[src/rtl/mac_irq_pkg.sv]
`timescale 1ns/1ps
// mac_irq_pkg: bit positions and register selects shared by the interrupt
// status controller and its checker. Assumes an 8-bit register data path.
package mac_irq_pkg;
    localparam int unsigned REG_W   = 8;
    localparam int unsigned RX_SRC  = 3;
    localparam int unsigned RSN_W   = 2;

    // status byte positions
    localparam int unsigned ST_TXE  = 0;
    localparam int unsigned ST_ALC  = 1;
    localparam int unsigned ST_RXO  = 2;
    localparam int unsigned ST_PHE  = 3;
    localparam int unsigned ST_MGI  = 4;
    localparam int unsigned ST_USED = 5;

    // control register positions
    localparam int unsigned CT_LINK  = 0;
    localparam int unsigned CT_ROLL  = 1;
    localparam int unsigned CT_TXERR = 2;
    localparam int unsigned CT_TXEN  = 3;

    // cause register positions
    localparam int unsigned CA_LINK  = 0;
    localparam int unsigned CA_ROLL  = 1;
    localparam int unsigned CA_TXERR = 2;
    localparam int unsigned CA_TXEN  = 3;
    localparam int unsigned CA_TXOK  = 4;
    localparam int unsigned CA_RSN   = 5;

    typedef enum logic [1:0] {
        SEL_ACK  = 2'd0,
        SEL_MASK = 2'd1,
        SEL_CTRL = 2'd2,
        SEL_NONE = 2'd3
    } reg_sel_e;
endpackage

[src/rtl/mac_irq_sticky.sv]
`timescale 1ns/1ps
// mac_irq_sticky: a vector of set/clear latches for the software-cleared and
// allocation-cleared status bits. Assumes set and clear are one-clock
// qualified inputs. Set wins over clear in the same clock.
module mac_irq_sticky #(
    parameter int unsigned N = 4
) (
    input  logic         clk,
    input  logic         rst_n,
    input  logic [N-1:0] set_i,
    input  logic [N-1:0] clr_i,
    output logic [N-1:0] q_o
);
    for (genvar i = 0; i < N; i++) begin : g_bit
        // hold each bit until cleared, set has priority
        always_ff @(posedge clk) begin
            if (!rst_n)
                q_o[i] <= 1'b0;
            else if (set_i[i])
                q_o[i] <= 1'b1;
            else if (clr_i[i])
                q_o[i] <= 1'b0;
        end
    end
endmodule

[src/rtl/mac_irq_cfg.sv]
`timescale 1ns/1ps
// mac_irq_cfg: holds the mask register and the control enables. Transmit
// enable is forced low by a fatal transmit error, which beats a write in the
// same clock. Assumes wr_mask and wr_ctrl are never high together.
module mac_irq_cfg
    import mac_irq_pkg::*;
#(
    parameter int unsigned W = REG_W
) (
    input  logic         clk,
    input  logic         rst_n,
    input  logic         wr_mask,
    input  logic         wr_ctrl,
    input  logic [W-1:0] wdata,
    input  logic         txfail_evt,
    output logic [W-1:0] mask_q,
    output logic         link_en,
    output logic         roll_en,
    output logic         txerr_en,
    output logic         tx_en
);
    // mask register write
    always_ff @(posedge clk) begin
        if (!rst_n)
            mask_q <= '0;
        else if (wr_mask)
            mask_q <= wdata;
    end

    // cause enable bits from the control register
    always_ff @(posedge clk) begin
        if (!rst_n) begin
            link_en  <= 1'b0;
            roll_en  <= 1'b0;
            txerr_en <= 1'b0;
        end else if (wr_ctrl) begin
            link_en  <= wdata[CT_LINK];
            roll_en  <= wdata[CT_ROLL];
            txerr_en <= wdata[CT_TXERR];
        end
    end

    // transmit enable, dropped by a fatal transmit error
    always_ff @(posedge clk) begin
        if (!rst_n)
            tx_en <= 1'b0;
        else if (txfail_evt)
            tx_en <= 1'b0;
        else if (wr_ctrl)
            tx_en <= wdata[CT_TXEN];
    end
endmodule

[src/rtl/mac_irq_phcause.sv]
`timescale 1ns/1ps
// mac_irq_phcause: latches the three protocol-handler causes, the fatal
// transmit reason and the transmit success flag. Each cause has its own clear
// side effect. Events win over clears in the same clock.
module mac_irq_phcause
    import mac_irq_pkg::*;
#(
    parameter int unsigned RW = RSN_W
) (
    input  logic          clk,
    input  logic          rst_n,
    input  logic          link_evt,
    input  logic          roll_evt,
    input  logic          txfail_evt,
    input  logic [RW-1:0] txfail_rsn,
    input  logic          tx_ok_evt,
    input  logic          cnt_rd,
    input  logic          wr_ctrl,
    input  logic          wr_link_en,
    input  logic          wr_tx_en,
    output logic          link_q,
    output logic          roll_q,
    output logic          txerr_q,
    output logic [RW-1:0] rsn_q,
    output logic          txok_q
);
    logic txerr_clr;
    assign txerr_clr = wr_ctrl && wr_tx_en;

    // link cause, cleared by writing its enable to zero
    always_ff @(posedge clk) begin
        if (!rst_n)
            link_q <= 1'b0;
        else if (link_evt)
            link_q <= 1'b1;
        else if (wr_ctrl && !wr_link_en)
            link_q <= 1'b0;
    end

    // rollover cause, cleared by a counter register read
    always_ff @(posedge clk) begin
        if (!rst_n)
            roll_q <= 1'b0;
        else if (roll_evt)
            roll_q <= 1'b1;
        else if (cnt_rd)
            roll_q <= 1'b0;
    end

    // transmit error cause and reason, cleared by re-enabling transmit
    always_ff @(posedge clk) begin
        if (!rst_n) begin
            txerr_q <= 1'b0;
            rsn_q   <= '0;
        end else if (txfail_evt) begin
            txerr_q <= 1'b1;
            rsn_q   <= txfail_rsn;
        end else if (txerr_clr) begin
            txerr_q <= 1'b0;
            rsn_q   <= '0;
        end
    end

    // transmit success flag, dropped by a fatal error
    always_ff @(posedge clk) begin
        if (!rst_n)
            txok_q <= 1'b0;
        else if (txfail_evt)
            txok_q <= 1'b0;
        else if (tx_ok_evt)
            txok_q <= 1'b1;
    end
endmodule

[src/rtl/mac_irq_ctrl.sv]
`timescale 1ns/1ps
// mac_irq_ctrl: interrupt status controller of a small Ethernet MAC. It
// decodes the register write port, latches each source with its own clear
// rule, assembles the status and cause bytes and registers the masked
// request. Assumes all event inputs are synchronous one-clock pulses, except
// tx_fifo_empty, which is a level.
module mac_irq_ctrl
    import mac_irq_pkg::*;
(
    input  logic                clk,
    input  logic                rst_n,
    input  logic                tx_fifo_empty,
    input  logic [RX_SRC-1:0]   rx_abort,
    input  logic                mgmt_evt,
    input  logic                alloc_req,
    input  logic                alloc_ok,
    input  logic                alloc_fail,
    input  logic                link_evt,
    input  logic                roll_evt,
    input  logic                tx_ok_evt,
    input  logic                txfail_evt,
    input  logic [RSN_W-1:0]    txfail_rsn,
    input  logic                cnt_rd,
    input  logic                reg_wr,
    input  logic [1:0]          reg_sel,
    input  logic [REG_W-1:0]    reg_wdata,
    output logic [REG_W-1:0]    status,
    output logic [REG_W-1:0]    cause,
    output logic                irq
);
    localparam int unsigned NSTICKY = 4;
    localparam int unsigned K_TXE = 0;
    localparam int unsigned K_RXO = 1;
    localparam int unsigned K_MGI = 2;
    localparam int unsigned K_ALC = 3;

    logic               wr_ack, wr_mask, wr_ctrl;
    logic [NSTICKY-1:0] st_set, st_clr, st_q;
    logic [REG_W-1:0]   mask_q;
    logic               link_en, roll_en, txerr_en, tx_en;
    logic               link_q, roll_q, txerr_q, txok_q;
    logic [RSN_W-1:0]   rsn_q;
    logic               phe;
    logic               irq_q;

    // register write decode
    always_comb begin
        wr_ack  = reg_wr && (reg_sel_e'(reg_sel) == SEL_ACK);
        wr_mask = reg_wr && (reg_sel_e'(reg_sel) == SEL_MASK);
        wr_ctrl = reg_wr && (reg_sel_e'(reg_sel) == SEL_CTRL);
    end

    // set and clear terms of the latched sources
    always_comb begin
        st_set[K_TXE] = tx_fifo_empty;
        st_clr[K_TXE] = wr_ack && reg_wdata[ST_TXE];
        st_set[K_RXO] = |rx_abort;
        st_clr[K_RXO] = wr_ack && reg_wdata[ST_RXO];
        st_set[K_MGI] = mgmt_evt;
        st_clr[K_MGI] = wr_ack && reg_wdata[ST_MGI];
        st_set[K_ALC] = alloc_ok;
        st_clr[K_ALC] = alloc_req || alloc_fail;
    end

    mac_irq_sticky #(.N(NSTICKY)) u_sticky (
        .clk   (clk),
        .rst_n (rst_n),
        .set_i (st_set),
        .clr_i (st_clr),
        .q_o   (st_q)
    );

    mac_irq_cfg #(.W(REG_W)) u_cfg (
        .clk        (clk),
        .rst_n      (rst_n),
        .wr_mask    (wr_mask),
        .wr_ctrl    (wr_ctrl),
        .wdata      (reg_wdata),
        .txfail_evt (txfail_evt),
        .mask_q     (mask_q),
        .link_en    (link_en),
        .roll_en    (roll_en),
        .txerr_en   (txerr_en),
        .tx_en      (tx_en)
    );

    mac_irq_phcause #(.RW(RSN_W)) u_ph (
        .clk        (clk),
        .rst_n      (rst_n),
        .link_evt   (link_evt),
        .roll_evt   (roll_evt),
        .txfail_evt (txfail_evt),
        .txfail_rsn (txfail_rsn),
        .tx_ok_evt  (tx_ok_evt),
        .cnt_rd     (cnt_rd),
        .wr_ctrl    (wr_ctrl),
        .wr_link_en (reg_wdata[CT_LINK]),
        .wr_tx_en   (reg_wdata[CT_TXEN]),
        .link_q     (link_q),
        .roll_q     (roll_q),
        .txerr_q    (txerr_q),
        .rsn_q      (rsn_q),
        .txok_q     (txok_q)
    );

    // protocol-handler interrupt from the enabled causes
    assign phe = (link_q & link_en) | (roll_q & roll_en) | (txerr_q & txerr_en);

    // status byte assembly, reserved bits tied low
    always_comb begin
        status         = '0;
        status[ST_TXE] = st_q[K_TXE];
        status[ST_ALC] = st_q[K_ALC];
        status[ST_RXO] = st_q[K_RXO];
        status[ST_PHE] = phe;
        status[ST_MGI] = st_q[K_MGI];
    end

    // cause byte assembly
    always_comb begin
        cause                          = '0;
        cause[CA_LINK]                 = link_q;
        cause[CA_ROLL]                 = roll_q;
        cause[CA_TXERR]                = txerr_q;
        cause[CA_TXEN]                 = tx_en;
        cause[CA_TXOK]                 = txok_q;
        cause[CA_RSN +: RSN_W]         = rsn_q;
    end

    // registered masked interrupt request
    always_ff @(posedge clk) begin
        if (!rst_n)
            irq_q <= 1'b0;
        else
            irq_q <= |(status & mask_q);
    end
    assign irq = irq_q;
endmodule

[config.mk]
export PLATFORM = sky130hd
export DESIGN_NAME = mac_irq_ctrl
export DESIGN_NICKNAME = d
export VERILOG_FILES = /design/src/rtl/mac_irq_pkg.sv /design/src/rtl/mac_irq_sticky.sv /design/src/rtl/mac_irq_cfg.sv /design/src/rtl/mac_irq_phcause.sv /design/src/rtl/mac_irq_ctrl.sv
export SDC_FILE = /design/constraint.sdc
export NUM_CORES = 1
export LEC_CHECK = 0
export BUFFER_PORTS_ARGS = -buffer_cell sky130_fd_sc_hd__buf_2
export CORE_ASPECT_RATIO = 0.75
export CORE_MARGIN = 2
export CORE_UTILIZATION = 45
export CTS_CLUSTER_DIAMETER = 40
export DETAILED_ROUTE_END_ITERATION = 6
export HOLD_SLACK_MARGIN = 0.1
export PLACE_DENSITY = 0.8
export SYNTH_ARGS = -nofsm -noshare
export SYNTH_HDL_FRONTEND = slang
export SYNTH_SLANG_ARGS = --single-unit
export TNS_END_PERCENT = 20
[constraint.sdc]
create_clock -name clk -period 2 [get_ports clk]
set_clock_uncertainty 0.1 [all_clocks]
set_input_delay 0.1 -clock clk [delete_from_list [all_inputs] [get_ports clk]]
set_output_delay 0.1 -clock clk [all_outputs]
set_load 0.005 [all_outputs]
==> results.md <==
* Run status: completed
* Tot Pwr at 803 uW
* CP arrival at 2020 ps
* Min cycle time layout at 1920 ps
* Antenna diodes at 0
* Share of cells above drive strength 1 at 0.297
* Cell Pwr Density at 628 mW/mm^2
* CTS max path bufs at 2
* Hold Crit Endpoint: u_cfg.tx_en
* Synth Register Bits at 20
* Hold Vio Cnt, Final at 0
* CTS tree: built
* DPL Wire Length at 1.35 mm
* Total CTS buffers at 3
* Max-Cap Viols at 0
* Register area at 400 um^2
* Setup TNS at 0 ps
* Seq/Total Area, Yosys at 0.464
* Final ANT Viol Nets at 0
* Drt drc at 0
* Setup-failing EPs final at 0
* Yosys warnings at 0
* Reg clk slew, reported paths at 110 ps
* Synthesized area per cell at 9.69 um^2
* Critical Path RT at 2100 ps
* Die area at 0.00229 mm^2
* Synth Flop Type: dfxtp_1
* Fin nets at 174
* Post-synth ARST share at 0
* # fillers at 128
* CP max FO at 6
* Slew Limit Fails at 0
* Critical setup path kind: in2reg
* Total GRT Usage at 0.219
* Post-synth cell types at 24
* Placer congestion estimate at 0.709
* Final Non-Filler Cells at 167
* Hold Crit Start: reg_sel[1]
* Lkg Pwr at 0.000642 uW
* Initial antenna violation count at 0
* Initial DRC count at 8
* Mapped Area at 862 um^2
* # clock sinks at 20
* Routed WL at 2.20 mm
* Synth top area cells: dfxtp_1 (46%), mux2i_1 (9.3%), buf_4 (8.7%)
* Die height at 41.9 um
* Worst min-delay path category: in2reg
* Multi-input combinational cell area at 379 um^2
* Worst flop-to-flop path endpoint: u_sticky.q_o[1]
* Core Region at 0.00177 mm^2
* R2R cell count at 3
* Mapped Cells at 89
* Post-synth top area share at 0.464
* Clock Latency Late Sink at 300 ps
* Via density per instance at 4.93
* First-pass GRT wire length at 3.56 mm
* Worst Hold Path Cells at 3
* Clk root buf: clkbuf_4
* Setup crit end kind: flop
* Final period utilization at 0.959
* Reg2Reg Setup Slack at 470 ps
* CTS H-tree depth at 1
* Ports at 45
* IO buf count at 37
* Largest net degree at the start of global routing at 23
* First-pass DRT Iterations at 4
* Via count at 824
* Area leader, netlist: dfxtp_1
* Fmax at 522 MHz
* Chip Width at 54.5 um
* Initial Util at 0.486
* RSZ-0062 raised after global routing: no
* Placed cells at 139
* Post-synth EDFFs at 0
* Reg-to-reg startpoint: u_sticky.q_o[1]
* Rows at 13
* VDD IR max at 0.000595 V
* Grt ovf at 0
* Avg WL per Cell at 13.1 um
* Vias in the first global route at 824
* Area Overhead vs Synth at 48.5%
* Startpoint types: input port
## routing by layer
layer	routed length [um]	global-route usage	part of all wire
met3	173	0.0791	0.079
met5	0	0	0
met4	53	0.0750	0.024
met2	1050	0.369	0.48
met1	914	0.251	0.42
## registers in the layout, indices dropped and copies added (netlist names)
name / flops
u_sticky.q_o: 4
u_ph.txok_q: 1
u_ph.rsn_q: 2
u_cfg.link_en: 1
u_ph.roll_q: 1
u_ph.link_q: 1
u_cfg.txerr_en: 1
u_cfg.tx_en: 1
u_cfg.mask_q: 5
u_cfg.roll_en: 1
irq: 1
u_ph.txerr_q: 1
## kinds of logic after synthesis
family          synth area share
flops                      0.464
buf+inv                    0.109
mux                       0.0929
compound gates             0.123
simple gates               0.206
other cells              0.00435
## how the worst max path moves through the flow
stage	from	end
3_3_place_gp	reg_sel[0]	u_sticky.q_o[1]
2_1_floorplan	u_ph.link_q	status[3]
6_report	txfail_evt	u_ph.rsn_q[0]
3_5_place_dp	reg_sel[0]	u_sticky.q_o[1]
4_1_cts	txfail_evt	u_ph.rsn_q[1]
5_1_grt	txfail_evt	u_ph.rsn_q[0]
## synthesized netlist by cell type, types with 3 or more instances
| library cell | instances |
|---|---|
| dfxtp_1 | 20 |
| o21ai_0 | 5 |
| nor2b_1 | 11 |
| inv_1 | 3 |
| nor2_1 | 4 |
| mux2i_1 | 8 |
| nand2_1 | 4 |
| a21oi_1 | 3 |
| nand4b_1 | 3 |
| buf_4 | 10 |
## critical path: stages
cell,delay (ps)
dlygate4sd3_1,530
buf_2,150
nand3_1,80
dlygate4sd3_1,550
nand2_1,50
dlygate4sd3_1,550
## where the power goes
group | internal [uW] | switching, uW | total (uW)
clock | 111 | 126 | 237
combinational | 82.2 | 53.4 | 136
sequential | 418 | 12.3 | 430
total | 611 | 192 | 803
## cell type report
cell class	count	share of cell area
timing repair buffer	61	0.332
sequential	20	0.313
multi-input combinational	57	0.296
clock buffer	4	0.0283
tap	22	0.0215
inverter	3	0.00880
## layout by cell type, fill, tap and decap left out
| cell | count |
|---|---|
| nor3b_2 | 1 |
| nand2b_1 | 1 |
| dfxtp_1 | 20 |
| clkbuf_4 | 3 |
| a21oi_1 | 3 |
| nand4b_1 | 3 |
| buf_2 | 37 |
| nand3_1 | 2 |
| a21boi_1 | 1 |
| a22o_1 | 2 |
| o21a_1 | 1 |
| nor3_1 | 1 |
| o41a_1 | 1 |
| mux2i_1 | 8 |
| conb_1 | 4 |
| inv_1 | 3 |
| dlygate4sd3_1 | 24 |
| a222oi_1 | 1 |
| nor2_1 | 4 |
| nand3b_1 | 1 |
| o21ai_0 | 5 |
| nand3b_2 | 1 |
| clkbuf_8 | 1 |
| a31oi_1 | 2 |
| nor2b_1 | 11 |
| nand2_1 | 4 |
## stage by stage
stage	setup slack (ps)	instance area [um^2]	hold WS, ps	util
floorplan	961	873	101	-
global placement	871	1000	204	0.566
detailed placement	862	1000	210	0.566
CTS	127	1280	103	0.722
global route	66.6	1280	103	0.722
finish	82.6	1280	109	0.722
## repair_timing
item / in CTS / in global routing
buffers inserted: 0 / 0
resized for setup: 0 / 0
endpoints found under the setup margin: 0 / 0
hold endpoints to repair: 19 / 0
hold buffers: 24 / 0
No activity file was read; power rests on OpenSTA's default activity.
